[config.mk]
export PLATFORM = sky130hd
export DESIGN_NAME = pwr_up_seq
export DESIGN_NICKNAME = d
export VERILOG_FILES = /design/src/rtl/pwrseq_pkg.sv /design/src/rtl/ms_tick_gen.sv /design/src/rtl/ms_timer.sv /design/src/rtl/seq_fsm.sv /design/src/rtl/pwr_up_seq.sv
export SDC_FILE = /design/constraint.sdc
export NUM_CORES = 1
export LEC_CHECK = 0
export BUFFER_PORTS_ARGS = -buffer_cell sky130_fd_sc_hd__buf_2
export CELL_PAD_IN_SITES_DETAIL_PLACEMENT = 2
export CELL_PAD_IN_SITES_GLOBAL_PLACEMENT = 2
export CORE_MARGIN = 10
export CORE_UTILIZATION = 25
export CTS_CLUSTER_DIAMETER = 30
export CTS_CLUSTER_SIZE = 25
export DETAILED_ROUTE_END_ITERATION = 7
export GPL_TIMING_DRIVEN = 0
export MAX_ROUTING_LAYER = met4
export PLACE_DENSITY = 0.56
export SYNTH_ARGS = -nofsm -noshare
export SYNTH_HDL_FRONTEND = slang
export SYNTH_SLANG_ARGS = --single-unit
[constraint.sdc]
create_clock -name clk -period 4.74 [get_ports clk]
set_input_delay 0.237 -clock clk [delete_from_list [all_inputs] [get_ports clk]]
set_output_delay 0.237 -clock clk [all_outputs]
set_load 0.1 [all_outputs]
[src/rtl/pwrseq_pkg.sv]
package pwrseq_pkg;

    typedef enum logic [2:0] {
        ST_IDLE        = 3'd0,
        ST_SUPPLY_WAIT = 3'd1,
        ST_IO_ON       = 3'd2,
        ST_DOM_GOOD    = 3'd3,
        ST_RUN         = 3'd4,
        ST_HOLD        = 3'd5,
        ST_FAULT       = 3'd6
    } seq_state_t;

endpackage

[src/rtl/ms_tick_gen.sv]
module ms_tick_gen #(
    parameter int CLKS_PER_MS = 100000
) (
    input  logic clk,
    input  logic rst_n,
    input  logic clr,
    output logic tick
);
    localparam int CW = (CLKS_PER_MS > 1) ? $clog2(CLKS_PER_MS) : 1;
    localparam logic [CW-1:0] LAST = CW'(CLKS_PER_MS - 1);

    logic [CW-1:0] div_cnt;

    assign tick = !clr && (div_cnt == LAST);

    always_ff @(posedge clk or negedge rst_n) begin
        if (!rst_n) begin
            div_cnt <= '0;
        end else if (clr || tick) begin
            div_cnt <= '0;
        end else begin
            div_cnt <= div_cnt + 1'b1;
        end
    end

    generate
        if (CLKS_PER_MS > 1) begin : g_spacing
            // consecutive ticks are never adjacent
            assert_tick_spacing_R2: assert property (
                @(posedge clk) disable iff (!rst_n) tick |=> !tick
            );
        end
    endgenerate

endmodule

[src/rtl/ms_timer.sv]
module ms_timer #(
    parameter int MAX_MS = 50,
    localparam int TW = $clog2(MAX_MS + 1)
) (
    input  logic          clk,
    input  logic          rst_n,
    input  logic          clr,
    input  logic          tick,
    output logic [TW-1:0] ms_cnt
);
    localparam logic [TW-1:0] CAP = TW'(MAX_MS);

    always_ff @(posedge clk or negedge rst_n) begin
        if (!rst_n) begin
            ms_cnt <= '0;
        end else if (clr) begin
            ms_cnt <= '0;
        end else if (tick && (ms_cnt != CAP)) begin
            ms_cnt <= ms_cnt + 1'b1;
        end
    end

    // the elapsed count never passes its ceiling
    assert_cnt_bound_R4: assert property (
        @(posedge clk) disable iff (!rst_n) ms_cnt <= CAP
    );

endmodule

[src/rtl/seq_fsm.sv]
module seq_fsm
    import pwrseq_pkg::*;
#(
    parameter int PG_MS  = 50,
    parameter int POR_MS = 10,
    parameter int TW     = 6
) (
    input  logic          clk,
    input  logic          rst_n,
    input  logic          tick,
    input  logic [TW-1:0] ms_cnt,
    input  logic          main_ok,
    input  logic          poff_req_n,
    input  logic          ps_pwr_ok,
    input  logic          carrier_por_n,
    output logic          pre_clr,
    output logic          tmr_clr,
    output logic          io_en,
    output logic          pg,
    output logic          por_n
);
    localparam logic [TW-1:0] PG_LAST  = TW'(PG_MS - 1);
    localparam logic [TW-1:0] POR_LAST = TW'(POR_MS - 1);

    seq_state_t state, state_nx;
    logic pg_due, por_due;

    assign pg_due  = tick && (ms_cnt == PG_LAST);
    assign por_due = tick && (ms_cnt == POR_LAST);

    always_comb begin
        state_nx = state;
        if (!poff_req_n) begin
            state_nx = ST_IDLE;
        end else begin
            unique case (state)
                ST_IDLE:        if (main_ok) state_nx = ST_SUPPLY_WAIT;
                ST_SUPPLY_WAIT: begin
                    if (pg_due)         state_nx = ST_FAULT;
                    else if (ps_pwr_ok) state_nx = ST_IO_ON;
                end
                ST_IO_ON:       if (pg_due) state_nx = ST_DOM_GOOD;
                ST_DOM_GOOD:    if (por_due)
                                    state_nx = carrier_por_n ? ST_RUN : ST_HOLD;
                ST_RUN:         if (!carrier_por_n) state_nx = ST_HOLD;
                ST_HOLD:        if (carrier_por_n)  state_nx = ST_RUN;
                ST_FAULT:       state_nx = ST_FAULT;
                default:        state_nx = ST_IDLE;
            endcase
        end
    end

    always_ff @(posedge clk or negedge rst_n) begin
        if (!rst_n) state <= ST_IDLE;
        else        state <= state_nx;
    end

    always_comb begin
        pre_clr = (state == ST_IDLE);
        tmr_clr = (state == ST_IDLE) ||
                  ((state_nx == ST_DOM_GOOD) && (state != ST_DOM_GOOD));
        io_en   = 1'b0;
        pg      = 1'b0;
        por_n   = 1'b0;
        unique case (state)
            ST_IO_ON:    io_en = 1'b1;
            ST_DOM_GOOD: begin io_en = 1'b1; pg = 1'b1; end
            ST_RUN:      begin io_en = 1'b1; pg = 1'b1; por_n = 1'b1; end
            ST_HOLD:     begin io_en = 1'b1; pg = 1'b1; end
            default:     ;
        endcase
    end

    // no start without both start conditions
    assert_idle_gate_R1: assert property (
        @(posedge clk) disable iff (!rst_n)
        (state == ST_IDLE && !(main_ok && poff_req_n)) |=> state == ST_IDLE
    );

    // a fault is left only through the power-off request
    assert_fault_latch_R8: assert property (
        @(posedge clk) disable iff (!rst_n)
        (state == ST_FAULT && poff_req_n) |=> state == ST_FAULT
    );

endmodule

[src/rtl/pwr_up_seq.sv]
module pwr_up_seq #(
    parameter int CLKS_PER_MS = 100000,
    parameter int PG_MS       = 50,
    parameter int POR_MS      = 10
) (
    input  logic clk,
    input  logic rst_n,
    input  logic main_ok,
    input  logic poff_req_n,
    input  logic ps_pwr_ok,
    input  logic carrier_por_n,
    output logic io_en,
    output logic pg_full,
    output logic pg_low,
    output logic por_n
);
    localparam int MAX_MS = (PG_MS > POR_MS) ? PG_MS : POR_MS;
    localparam int TW     = $clog2(MAX_MS + 1);

    logic          tick, pre_clr, tmr_clr, pg;
    logic [TW-1:0] ms_cnt;

    ms_tick_gen #(.CLKS_PER_MS(CLKS_PER_MS)) u_tick (
        .clk(clk), .rst_n(rst_n), .clr(pre_clr), .tick(tick)
    );

    ms_timer #(.MAX_MS(MAX_MS)) u_timer (
        .clk(clk), .rst_n(rst_n), .clr(tmr_clr), .tick(tick), .ms_cnt(ms_cnt)
    );

    seq_fsm #(.PG_MS(PG_MS), .POR_MS(POR_MS), .TW(TW)) u_fsm (
        .clk(clk), .rst_n(rst_n), .tick(tick), .ms_cnt(ms_cnt),
        .main_ok(main_ok), .poff_req_n(poff_req_n), .ps_pwr_ok(ps_pwr_ok),
        .carrier_por_n(carrier_por_n), .pre_clr(pre_clr), .tmr_clr(tmr_clr),
        .io_en(io_en), .pg(pg), .por_n(por_n)
    );

    assign pg_full = pg;
    assign pg_low  = pg;

    // domains are never good without the I/O supply
    assert_pg_needs_io_R4: assert property (
        @(posedge clk) disable iff (!rst_n) pg_full |-> io_en
    );

    // reset never releases without the I/O supply
    assert_por_needs_io_R5: assert property (
        @(posedge clk) disable iff (!rst_n) por_n |-> io_en
    );

    // carrier reset low forces the processor reset next cycle
    assert_carrier_holds_R6: assert property (
        @(posedge clk) disable iff (!rst_n) !carrier_por_n |=> !por_n
    );

    // carrier reset never drops supplies
    assert_carrier_keeps_supply_R6: assert property (
        @(posedge clk) disable iff (!rst_n)
        (pg_full && !carrier_por_n && poff_req_n) |=> (pg_full && io_en)
    );

    // power-off request clears everything
    assert_poff_clears_R9: assert property (
        @(posedge clk) disable iff (!rst_n)
        !poff_req_n |=> (!io_en && !pg_full && !pg_low && !por_n)
    );

endmodule

==> qor.txt <==
Status -> finished clean
Row count -> 28
GR Util All Layers -> 8.93%
Worst clock skew -> 8.32 ps
Synthesized area -> 1510 sq um
Post-DP HPWL -> 3.04 mm
Buf/Inv on CP -> 0
WHS Endpoint -> u_fsm.state[2]
Cells along the critical path -> or4b_4 -> or3_4 -> nor4_4 -> mux2i_1 -> a31oi_4 -> a211oi_2
Switching Share -> 25.4%
Area of the multi-input gates -> 801 sq um
Hold depth -> 2
Worst reg2reg path endpoint -> u_timer.ms_cnt[1]
Hold_sp -> poff_req_n
RePlAce Congestion -> 0.695
Final Util -> 29.4%
Register Area -> 651 sq um
Nets@finish -> 186
Antenna diodes -> 0
F_max -> 386 MHz
Worst r2r path cells -> 6
Synth Flop Type -> dfrtp_1
DR iter-0 viols -> 47
Die area -> 9560 sq um
Layout filler cell count -> 680
Pwr/cell area -> 276 nW/um^2
Max-slew violations -> 0
Total Neg Setup Slack -> 0 ps
Hold WC Path Type -> in -> reg
Via/cell ratio -> 4.75
Core ar. -> 5890 sq um
Crit end category -> flip-flop
Cells after synthesis -> 161
Io pins -> 10
Least-Margin Pin Slew -> 900 ps
CP peak stage delay -> 560 ps
Post-route design area -> 1730 sq um
Clock slew seen by the registers of the worst setup and hold paths -> 100 ps
Async S/R FF share, synth -> 100%
Total gr overflow -> 0
Share of cells above drive strength 1 -> 14.3%
Synth cell types -> 38
Comb pwr share -> 12.3%
Die X -> 97.8 um
WL final -> 3.93 mm
Int Pwr -> 0.357 mW
R2R Setup Slk -> 2150 ps
Peak fanout along the critical path -> 5
Area grow syn2layout -> 14.6%
Sw Pwr -> 0.122 mW
CTS Buf Count -> 3
ANT nets after route -> 0
First-pass GRT wire length -> 6.96 mm
Yosys warns -> 0
Worst r2r src -> u_tick.div_cnt[12]
Initial antenna violation count -> 0
Routed len/inst -> 15.7 um
Endpoints failing setup -> 0
Maximum root-to-sink buffer count -> 2
CP required -> 4940 ps
Pin count of the biggest net entering global routing -> 27
Place WS -> 2160 ps
Syn Nets -> 171
MaxCap Viol Count -> 0
#FFs+latches synth -> 26
Number of global-route vias before repair -> 1334
Worst skew pair latency -> 280 ps
Cell family with most CP delay -> simple AND/OR/NAND/NOR gates
Initial Utilization -> 25.7%
Clock Sink Count -> 26
CP startpoint kind -> flip-flop
Fin cells -> 250
WP data arrival -> 2780 ps
Sequential Power Share -> 47.9%
Worst VDD drop -> 0.102 mV
Syn_area_per_cell -> 9.40 sq um
Post-synth EDFFs -> 0
Max-slew headroom -> 39.5%
Slowest-stage cell, CP -> or4b_4
Unrepaired setup endpoints after global routing -> false
DP Cell Count -> 245
Final hold vios -> 0
Post-CTS Resized -> 0
Register area share after synthesis -> 43.0%
H-tree levels -> 1
Hold slack -> 233 ps
First-pass detailed-route iteration total -> 4
Chip Height -> 97.8 um
Setup Crit Path Kind -> reg -> reg
Final Power -> 0.478 mW
Worst setup margin -> 2150 ps
Crit path time final -> 2590 ps
Fin crit share -> 54.6%
CTS tree -> built
CP startpoint -> u_tick.div_cnt[12]
# DRC -> 0
CTS root buf -> clkbuf_8
Placed cell area -> 1650 sq um
Via Count -> 1188
Clock share of power -> 39.9%
Number of port buffers -> 9
Leakage -> 0.724 nW
-- layer usage --
metal	global-route usage [%]	vias to the layer above	wire length, um
li1	-	574	-
met1	10.9	603	1830
met2	14.5	9	1970
met3	1.76	2	96
met4	2.68	0	28
met5	-	-	0
-- registers in the layout (all words and copies together) (netlist names) --
name	count
u_fsm.state	3
u_tick.div_cnt	17
u_timer.ms_cnt	6
-- power by group through the flow --
| stage | clock network, mW | registers, mW | logic (mW) |
|---|---|---|---|
| finish | 0.191 | 0.229 | 0.0587 |
| global route | 0.209 | 0.230 | 0.0665 |
| CTS | 0.198 | 0.229 | 0.0612 |
| detailed placement | 0 | 0.233 | 0.0603 |
| global placement | 0 | 0.233 | 0.0583 |
| floorplan | 0 | 0.232 | 0.0392 |
-- worst reg2reg max path, cell delays in order (launching register included) --
cell and delay (ps):
dfrtp_1 420, or4b_4 560, or3_4 410, nor4_4 340, mux2i_1 400, a31oi_4 200
a211oi_2 170
-- cells in the final DEF, fill, tap and decap left out, types with 3 or more instances in the layout --
master    count
dfrtp_1      26
buf_2        10
a21oi_1       3
nand2_1      10
nand3b_1      3
ha_1          4
and3_1        3
inv_1         6
xnor2_1       8
xor2_1       12
nand2b_1      3
nor2_1       33
nand3_1       8
or3_1         3
buf_4         3
nand4_1       4
clkbuf_8      3
o21ai_0       3
nor3_1        5
-- area by class of cell --
type	instances	area share, %
clock buffers	3	2.38
plain buffers	5	2.24
clock inverters	1	1.73
multi-input cells	124	46.2
repair buffers	10	3.18
flip-flops and latches	26	37.5
well taps	75	5.42
inverters	6	1.30
-- kinds of logic after synthesis --
logic type,share of synthesized area [%]
compound gates,8.68
fa+ha+maj,3.31
flops,43.0
buf+inv,4.05
xor+xnor,11.6
simple gates,28.7
mux,0.662
-- worst max-delay path by stage --
stage | slack (ps) | end | cells after the start
6_report | 2150 | u_timer.ms_cnt[1] | 6
5_1_grt | 2020 | u_timer.ms_cnt[1] | 6
4_1_cts | 2110 | u_timer.ms_cnt[1] | 6
3_5_place_dp | 2160 | u_timer.ms_cnt[1] | 6
3_3_place_gp | 2160 | u_timer.ms_cnt[1] | 6
2_1_floorplan | 1190 | u_timer.ms_cnt[0] | 6
-- repair_timing --
| action | in CTS | in global routing |
|---|---|---|
| hold buffers | 1 | 0 |
| hold endpoints to repair | 26 | 0 |
| buffers inserted | 0 | 0 |
-- cells in the mapped netlist, drive strengths merged (3+ instances only) --
cell     n  area share (%)
o21ai    4             1.3
dfrtp   26              43
nand4    4             1.7
nand3    8             2.6
and3     3             1.2
buf      5             2.6
nand2b   3             1.2
xnor2    8             4.6
ha       4             3.3
inv      6             1.5
nor2    33             8.2
a21oi    3            0.99
nand3b   3             1.5
nor3     5             1.7
or3      4             2.0
xor2    12             6.9
nand2   10             2.5
No activity file was read; power rests on OpenSTA's default activity.
